[src/rtl/oamc_pkg.sv]
`timescale 1ns/1ps
package oamc_pkg;
    localparam int DEF_HDR_BYTES = 4;
    localparam int DEF_PAY_BYTES = 48;
    localparam int CRC_W         = 10;
    localparam logic [CRC_W-1:0] CRC_POLY = 10'h233;
    // message bits held in the second-to-last payload byte
    localparam int CRC_PART_BITS = 16 - CRC_W;

    typedef enum logic {LD_COLLECT = 1'b0, LD_HOLD = 1'b1} ld_state_e;
    typedef enum logic {TX_IDLE = 1'b0, TX_SEND = 1'b1} tx_state_e;

    // Shift nbits of data (MSB first) through the CRC-10 register.
    function automatic logic [CRC_W-1:0] crc_step(input logic [CRC_W-1:0] crc_in,
                                                   input logic [7:0] data,
                                                   input logic [3:0] nbits);
        logic [CRC_W-1:0] c;
        logic fb;
        c = crc_in;
        for (int i = 0; i < 8; i++) begin
            if (i < int'(nbits)) begin
                fb = data[7-i] ^ c[CRC_W-1];
                c  = {c[CRC_W-2:0], 1'b0} ^ (fb ? CRC_POLY : '0);
            end
        end
        return c;
    endfunction
endpackage

[src/rtl/oamc_crc10_acc.sv]
`timescale 1ns/1ps
module oamc_crc10_acc
    import oamc_pkg::*;
(
    input  logic             clk,
    input  logic             rst_n,
    input  logic             clear,
    input  logic             step,
    input  logic [7:0]       data,
    input  logic [3:0]       nbits,
    output logic [CRC_W-1:0] crc
);
    typedef struct packed {
        logic [CRC_W-1:0] crc;
    } acc_t;

    acc_t acc_d, acc_q;

    always_comb begin
        acc_d = acc_q;
        if (clear) begin
            acc_d.crc = '0;
        end else if (step) begin
            acc_d.crc = crc_step(acc_q.crc, data, nbits);
        end
    end

    always_ff @(posedge clk) begin
        if (!rst_n) acc_q <= '0;
        else        acc_q <= acc_d;
    end

    assign crc = acc_q.crc;
endmodule

[src/rtl/oamc_cell_store.sv]
`timescale 1ns/1ps
module oamc_cell_store #(
    parameter int DEPTH = 52,
    parameter int IDX_W = 6
) (
    input  logic             clk,
    input  logic             wr_en,
    input  logic [IDX_W-1:0] wr_idx,
    input  logic [7:0]       wr_data,
    input  logic [IDX_W-1:0] rd_idx,
    output logic [7:0]       rd_data
);
    logic [DEPTH*8-1:0] flat;

    generate
        for (genvar g = 0; g < DEPTH; g++) begin : g_entry
            logic [7:0] byte_d, byte_q;
            always_comb begin
                byte_d = byte_q;
                if (wr_en && (wr_idx == IDX_W'(g))) byte_d = wr_data;
            end
            always_ff @(posedge clk) begin
                byte_q <= byte_d;
            end
            assign flat[g*8 +: 8] = byte_q;
        end
    endgenerate

    always_comb begin
        rd_data = '0;
        for (int i = 0; i < DEPTH; i++) begin
            if (rd_idx == IDX_W'(i)) rd_data = flat[i*8 +: 8];
        end
    end
endmodule

[src/rtl/oamc_load_ctrl.sv]
`timescale 1ns/1ps
module oamc_load_ctrl
    import oamc_pkg::*;
#(
    parameter  int HDR_BYTES = DEF_HDR_BYTES,
    parameter  int PAY_BYTES = DEF_PAY_BYTES,
    localparam int IN_BYTES  = HDR_BYTES + PAY_BYTES,
    localparam int IDX_W     = $clog2(IN_BYTES + 1)
) (
    input  logic             clk,
    input  logic             rst_n,
    input  logic             in_valid,
    input  logic             in_first,
    input  logic [7:0]       in_data,
    input  logic             crc_en_in,
    input  logic             tx_done,
    output logic             in_ready,
    output logic             wr_en,
    output logic [IDX_W-1:0] wr_idx,
    output logic [7:0]       wr_data,
    output logic             cell_ready,
    output logic             cell_crc_en,
    output logic             crc_clear,
    output logic             crc_step,
    output logic [3:0]       crc_nbits
);
    localparam int CRC_HI_P = PAY_BYTES - 2;

    typedef struct packed {
        ld_state_e        state;
        logic [IDX_W-1:0] cnt;
        logic             crc_en;
    } ld_t;

    ld_t ld_d, ld_q;
    logic [IDX_W-1:0] pay_idx;

    always_comb begin
        ld_d      = ld_q;
        wr_en     = 1'b0;
        wr_idx    = ld_q.cnt;
        wr_data   = in_data;
        crc_clear = 1'b0;
        crc_step  = 1'b0;
        crc_nbits = 4'd8;
        pay_idx   = ld_q.cnt - IDX_W'(HDR_BYTES);
        in_ready  = (ld_q.state == LD_COLLECT);

        case (ld_q.state)
            LD_COLLECT: begin
                if (in_valid) begin
                    if (in_first) begin
                        wr_en       = 1'b1;
                        wr_idx      = '0;
                        ld_d.cnt    = IDX_W'(1);
                        ld_d.crc_en = crc_en_in;
                        crc_clear   = 1'b1;
                    end else if (ld_q.cnt != '0) begin
                        wr_en    = 1'b1;
                        ld_d.cnt = ld_q.cnt + IDX_W'(1);
                        if (ld_q.cnt >= IDX_W'(HDR_BYTES)) begin
                            crc_step  = (pay_idx <= IDX_W'(CRC_HI_P));
                            crc_nbits = (pay_idx < IDX_W'(CRC_HI_P)) ? 4'd8 : 4'(CRC_PART_BITS);
                        end
                        if (ld_q.cnt == IDX_W'(IN_BYTES - 1)) ld_d.state = LD_HOLD;
                    end
                end
            end
            default: begin
                if (tx_done) begin
                    ld_d.state = LD_COLLECT;
                    ld_d.cnt   = '0;
                end
            end
        endcase
    end

    always_ff @(posedge clk) begin
        if (!rst_n) ld_q <= '{state: LD_COLLECT, cnt: '0, crc_en: 1'b0};
        else        ld_q <= ld_d;
    end

    assign cell_ready  = (ld_q.state == LD_HOLD);
    assign cell_crc_en = ld_q.crc_en;
endmodule

[src/rtl/oamc_tx_seq.sv]
`timescale 1ns/1ps
module oamc_tx_seq
    import oamc_pkg::*;
#(
    parameter  int HDR_BYTES = DEF_HDR_BYTES,
    parameter  int PAY_BYTES = DEF_PAY_BYTES,
    localparam int IN_BYTES  = HDR_BYTES + PAY_BYTES,
    localparam int OUT_BYTES = IN_BYTES + 1,
    localparam int RD_W      = $clog2(IN_BYTES + 1),
    localparam int OIDX_W    = $clog2(OUT_BYTES + 1)
) (
    input  logic             clk,
    input  logic             rst_n,
    input  logic             cell_ready,
    input  logic             tx_clav,
    input  logic             cell_crc_en,
    input  logic [CRC_W-1:0] crc,
    input  logic [7:0]       rd_data,
    output logic [RD_W-1:0]  rd_idx,
    output logic             tx_done,
    output logic             tx_valid,
    output logic             tx_soc,
    output logic [7:0]       tx_data
);
    localparam int HEC_POS    = HDR_BYTES;
    localparam int OUT_CRC_HI = OUT_BYTES - 2;
    localparam int OUT_CRC_LO = OUT_BYTES - 1;

    typedef struct packed {
        tx_state_e         state;
        logic [OIDX_W-1:0] idx;
        logic              valid;
        logic              soc;
        logic [7:0]        data;
    } tx_t;

    tx_t tx_d, tx_q;
    logic [OIDX_W-1:0] sel;
    logic [7:0]        out_byte;

    always_comb begin
        sel = (tx_q.state == TX_SEND) ? tx_q.idx : '0;
        if (sel < OIDX_W'(HDR_BYTES)) rd_idx = RD_W'(sel);
        else                          rd_idx = RD_W'(sel - OIDX_W'(1));

        if (sel == OIDX_W'(HEC_POS)) begin
            out_byte = 8'h00;
        end else if (cell_crc_en && (sel == OIDX_W'(OUT_CRC_HI))) begin
            out_byte = {rd_data[7:CRC_W-8], crc[CRC_W-1:8]};
        end else if (cell_crc_en && (sel == OIDX_W'(OUT_CRC_LO))) begin
            out_byte = crc[7:0];
        end else begin
            out_byte = rd_data;
        end
    end

    always_comb begin
        tx_d    = tx_q;
        tx_done = 1'b0;
        case (tx_q.state)
            TX_IDLE: begin
                tx_d.valid = 1'b0;
                tx_d.soc   = 1'b0;
                if (cell_ready && tx_clav) begin
                    tx_d.state = TX_SEND;
                    tx_d.valid = 1'b1;
                    tx_d.soc   = 1'b1;
                    tx_d.data  = out_byte;
                    tx_d.idx   = OIDX_W'(1);
                end
            end
            default: begin
                if (tx_q.idx == OIDX_W'(OUT_BYTES)) begin
                    tx_done    = 1'b1;
                    tx_d.state = TX_IDLE;
                    tx_d.valid = 1'b0;
                    tx_d.soc   = 1'b0;
                    tx_d.idx   = '0;
                end else begin
                    tx_d.valid = 1'b1;
                    tx_d.soc   = 1'b0;
                    tx_d.data  = out_byte;
                    tx_d.idx   = tx_q.idx + OIDX_W'(1);
                end
            end
        endcase
    end

    always_ff @(posedge clk) begin
        if (!rst_n) tx_q <= '{state: TX_IDLE, idx: '0, valid: 1'b0, soc: 1'b0, data: 8'h00};
        else        tx_q <= tx_d;
    end

    assign tx_valid = tx_q.valid;
    assign tx_soc   = tx_q.soc;
    assign tx_data  = tx_q.data;
endmodule

[src/rtl/oamc_raw_cell_tx.sv]
`timescale 1ns/1ps
module oamc_raw_cell_tx
    import oamc_pkg::*;
#(
    parameter int HDR_BYTES = DEF_HDR_BYTES,
    parameter int PAY_BYTES = DEF_PAY_BYTES
) (
    input  logic       clk,
    input  logic       rst_n,
    input  logic       in_valid,
    output logic       in_ready,
    input  logic       in_first,
    input  logic [7:0] in_data,
    input  logic       in_crc_en,
    input  logic       tx_clav,
    output logic       tx_valid,
    output logic       tx_soc,
    output logic [7:0] tx_data
);
    localparam int IN_BYTES = HDR_BYTES + PAY_BYTES;
    localparam int IDX_W    = $clog2(IN_BYTES + 1);

    logic             wr_en, cell_ready, cell_crc_en, tx_done;
    logic             crc_clear, crc_step;
    logic [3:0]       crc_nbits;
    logic [IDX_W-1:0] wr_idx, rd_idx;
    logic [7:0]       wr_data, rd_data;
    logic [CRC_W-1:0] crc;

    oamc_load_ctrl #(.HDR_BYTES(HDR_BYTES), .PAY_BYTES(PAY_BYTES)) u_load (
        .clk(clk), .rst_n(rst_n), .in_valid(in_valid), .in_first(in_first),
        .in_data(in_data), .crc_en_in(in_crc_en), .tx_done(tx_done),
        .in_ready(in_ready), .wr_en(wr_en), .wr_idx(wr_idx), .wr_data(wr_data),
        .cell_ready(cell_ready), .cell_crc_en(cell_crc_en),
        .crc_clear(crc_clear), .crc_step(crc_step), .crc_nbits(crc_nbits)
    );

    oamc_crc10_acc u_crc (
        .clk(clk), .rst_n(rst_n), .clear(crc_clear), .step(crc_step),
        .data(wr_data), .nbits(crc_nbits), .crc(crc)
    );

    oamc_cell_store #(.DEPTH(IN_BYTES), .IDX_W(IDX_W)) u_store (
        .clk(clk), .wr_en(wr_en), .wr_idx(wr_idx), .wr_data(wr_data),
        .rd_idx(rd_idx), .rd_data(rd_data)
    );

    oamc_tx_seq #(.HDR_BYTES(HDR_BYTES), .PAY_BYTES(PAY_BYTES)) u_seq (
        .clk(clk), .rst_n(rst_n), .cell_ready(cell_ready), .tx_clav(tx_clav),
        .cell_crc_en(cell_crc_en), .crc(crc), .rd_data(rd_data), .rd_idx(rd_idx),
        .tx_done(tx_done), .tx_valid(tx_valid), .tx_soc(tx_soc), .tx_data(tx_data)
    );
endmodule

[config.mk]
export PLATFORM = sky130hd
export DESIGN_NAME = oamc_raw_cell_tx
export DESIGN_NICKNAME = d
export VERILOG_FILES = /design/src/rtl/oamc_pkg.sv /design/src/rtl/oamc_crc10_acc.sv /design/src/rtl/oamc_cell_store.sv /design/src/rtl/oamc_load_ctrl.sv /design/src/rtl/oamc_tx_seq.sv /design/src/rtl/oamc_raw_cell_tx.sv
export SDC_FILE = /design/constraint.sdc
export NUM_CORES = 1
export LEC_CHECK = 0
export ABC_AREA = 1
export BUFFER_PORTS_ARGS = -buffer_cell sky130_fd_sc_hd__buf_2
export CAP_MARGIN = 20
export CORE_MARGIN = 2
export CORE_UTILIZATION = 50
export CTS_CLUSTER_SIZE = 30
export DETAILED_ROUTE_END_ITERATION = 10
export GPL_TIMING_DRIVEN = 1
export PLACE_DENSITY_LB_ADDON = 0.2
export SLEW_MARGIN = 15
export SYNTH_ARGS = -nofsm -noshare
export SYNTH_HDL_FRONTEND = slang
export SYNTH_SLANG_ARGS = --single-unit
[constraint.sdc]
create_clock -name clk -period 4.4 [get_ports clk]
set_input_delay 1.32 -clock clk [delete_from_list [all_inputs] [get_ports clk]]
set_output_delay 1.32 -clock clk [all_outputs]
set_load 0.01 [all_outputs]
==> metrics.txt <==
number of synthesized flops with an enable pin=416; area of the multi-input gates=5880 um^2; Combinational Power Share=around 5.0%; Clock Skews=about 0.029 ns; largest net degree at the start of global routing=53; Inserted Clock Buffers=47; die area=a little over 40,000 um^2; Vias/cell=5.16; first-pass GRT wire length=75,700 um; initial drt markers=just under 1,000; gr usage total=24.2%; Buf+Inv Stages, Crit Path=6; Worst path most repeated cell=nand2_1; PortBufs=24; Final Wtd Congestion=0.908; vias in the first global route=~14,000; Power Density=378 nW/um^2; Startpoint Class=register; ant diodes=0; commonest register cell after synthesis=edfxtp_1; WS Path Type=reg -> reg; register area=13,200 um^2; Sw Share=21.4%; Hold Vio Cnt, Final=0; io pins=25; sequential share of power=52.5%; DP HPWL=around 33,000 um; violated checks=setup timing; most common cell after layout, fill and taps aside=nand2_1; Final Critical Period=between 4 and 5 ns; DR pass1 iterations=7; flops & latches, synth=450; asr flop ratio synth=0%; largest buffer count on any clock path=3; CTS H-tree depth=2; Critical Path AT=5.31 ns; fin crit share=111%; fmax=205 MHz; Hold/Removal Path Class=reg -> reg; TritonCTS clock tree=built; Synth Warn #=0; initial antenna violation count=1; core area=38,600 um^2; Worst EP required=4.85 ns; average wire per standard cell=18.3 um; unrepaired setup endpoints after global routing=true; Top Family by Delay on Critical Path=simple AND/OR/NAND/NOR gates; num rows=72; Synth Cell Area=19,600 um^2; Syn Nets=~1,900; Area Growth Syn to Fin=20.6%; post-route ant nets=0; Max FO, Critical Path=4; clk slew on worst S/H paths=0.06 ns; # fillers=roughly 3,100; relative slew slack=40.9%; max-cap viol count=0; Peak VDD IR=0.000400 V; Finished Core Util=between 60% and 70%; endpoints failing setup=8; register area share after synthesis=67.2%; Initial Util=about half; Layout Nets=2,129; Crit path largest cell delay=0.37 ns; share of total power in the clock network=42.5%; GRT overflow=0; CP max stage cell=dfxtp_4; vias=13,700; share of cells above drive strength 1=23.3%; Worst Setup End Kind=register; status=finished, violations left; hold buffers post-CTS=0; Die Ht=202 um; gate count of the mapped netlist=1,873; Worst Tran Pin Value=0.884 ns; syn avg cell area=~10 um^2; P_leak=9.08 nW; DRC=0; clock sink count=between 400 and 500; NetSw=1.92 mW; Die Width=202 um; crit path setup slack, layout=-0.467 ns; total power draw=8.94 mW; drt total wl=between 40,000 and 50,000 um; Max Slew Vio Count=0; Skew-Pair Late Insertion Delay=between 0.5 and 0.6 ns; Synth cell types=44; CTS root buffer=clkbuf_16; internal power=7.02 mW; most frequent cells in the layout=nand2_1 (555), edfxtp_1 (416), inv_1 (205)
state kept, by name, summed over array words and instances (netlist names):
register / cells
u_crc.crc: 10
u_load.cell_crc_en: 1
u_store.g_entry.byte_q: 416
u_seq.tx_data: 8
u_load.ld_q: 6
u_seq.tx_valid: 1
u_load.cell_ready: 1
u_seq.tx_q: 6
u_seq.tx_soc: 1
per-layer routing:
layer	global-route usage (%)	vias up	part of all wire, %
met1	33.0	6583	44
met2	40.6	415	48
met3	3.79	73	5.9
met4	6.36	0	1.9
li1	-	6660	-
met5	0	-	0
final timing paths:
| path | slack [ns] | cells past startpoint | start | endpoint |
|---|---|---|---|---|
| setup / recovery | -0.47 | 55 | u_seq.tx_valid | u_seq.tx_data[5] |
| setup reg to reg | -0.47 | 55 | u_seq.tx_valid | u_seq.tx_data[5] |
| hold reg to reg | 0.47 | 2 | u_seq.tx_data[2] | u_seq.tx_data[2] |
| hold / removal | 0.47 | 2 | u_seq.tx_data[2] | u_seq.tx_data[2] |
worst min-delay path: stages (launching register included):
cell and delay [ns]:
dfxtp_1 0.31, nand2_1 0.06, a21oi_1 0.05
stage by stage:
step	TNS [ns]	hold WS (ns)	instance area, um^2	instances	setup slack [ns]
2_1_floorplan	0	0.445	19600	1873	0.0540
3_3_place_gp	-3.53	0.463	21400	2551	-0.603
3_5_place_dp	-4.02	0.457	21400	2551	-0.593
4_1_cts	-1.97	0.471	23300	2649	-0.410
5_1_grt	-6.00	0.498	23700	2662	-0.908
6_report	-2.30	0.472	23700	2662	-0.467
power groups by stage:
stage | Sequential (mW) | Clock (mW) | Combinational [mW]
final | 4.69 | 3.80 | 0.443
after CTS | 4.69 | 3.86 | 0.438
after global placement | 4.78 | 0 | 0.419
after floorplan | 4.78 | 0 | 0.212
after detailed placement | 4.78 | 0 | 0.425
after global routing | 4.69 | 4.03 | 0.495
repair_timing:
| item | in CTS | in global routing |
|---|---|---|
| pin swaps | 48 | 104 |
| endpoints found under the setup margin | 8 | 8 |
| gates resized for setup | 75 | 67 |
| gates cloned | 0 | 0 |
| buffers inserted | 12 | 14 |
cells in the mapped netlist, types with 10 or more instances:
library cell,instances,area (um^2)
edfxtp_1,416,12500
inv_1,212,796
nand2_1,590,2210
or2_2,92,576
a21oi_1,84,420
nor2_1,177,664
nand4_1,46,288
dfxtp_1,34,681
clkbuf_1,10,37.5
o21ai_0,14,70.1
xor2_1,17,149
nand2_2,14,87.6
nand3_1,60,300
layout make-up:
cell class / count / share of cell area, %
inverter: 225 / 3.61
multi-input combinational: 1177 / 24.9
timing repair buffer: 206 / 6.83
sequential: 450 / 55.7
clock inverter: 27 / 0.788
tap: 518 / 2.74
clock buffer: 59 / 5.46
cell families after synthesis:
kind of cell / synth area share, %
adder cells (fa/ha/maj): 0.511
flip-flops: 67.2
buffers and inverters: 4.96
AO/OA/AOI/OAI: 3.66
XOR/XNOR: 1.12
AND/OR/NAND/NOR: 22.6
Note: power is estimated with default switching activity, not from simulation.
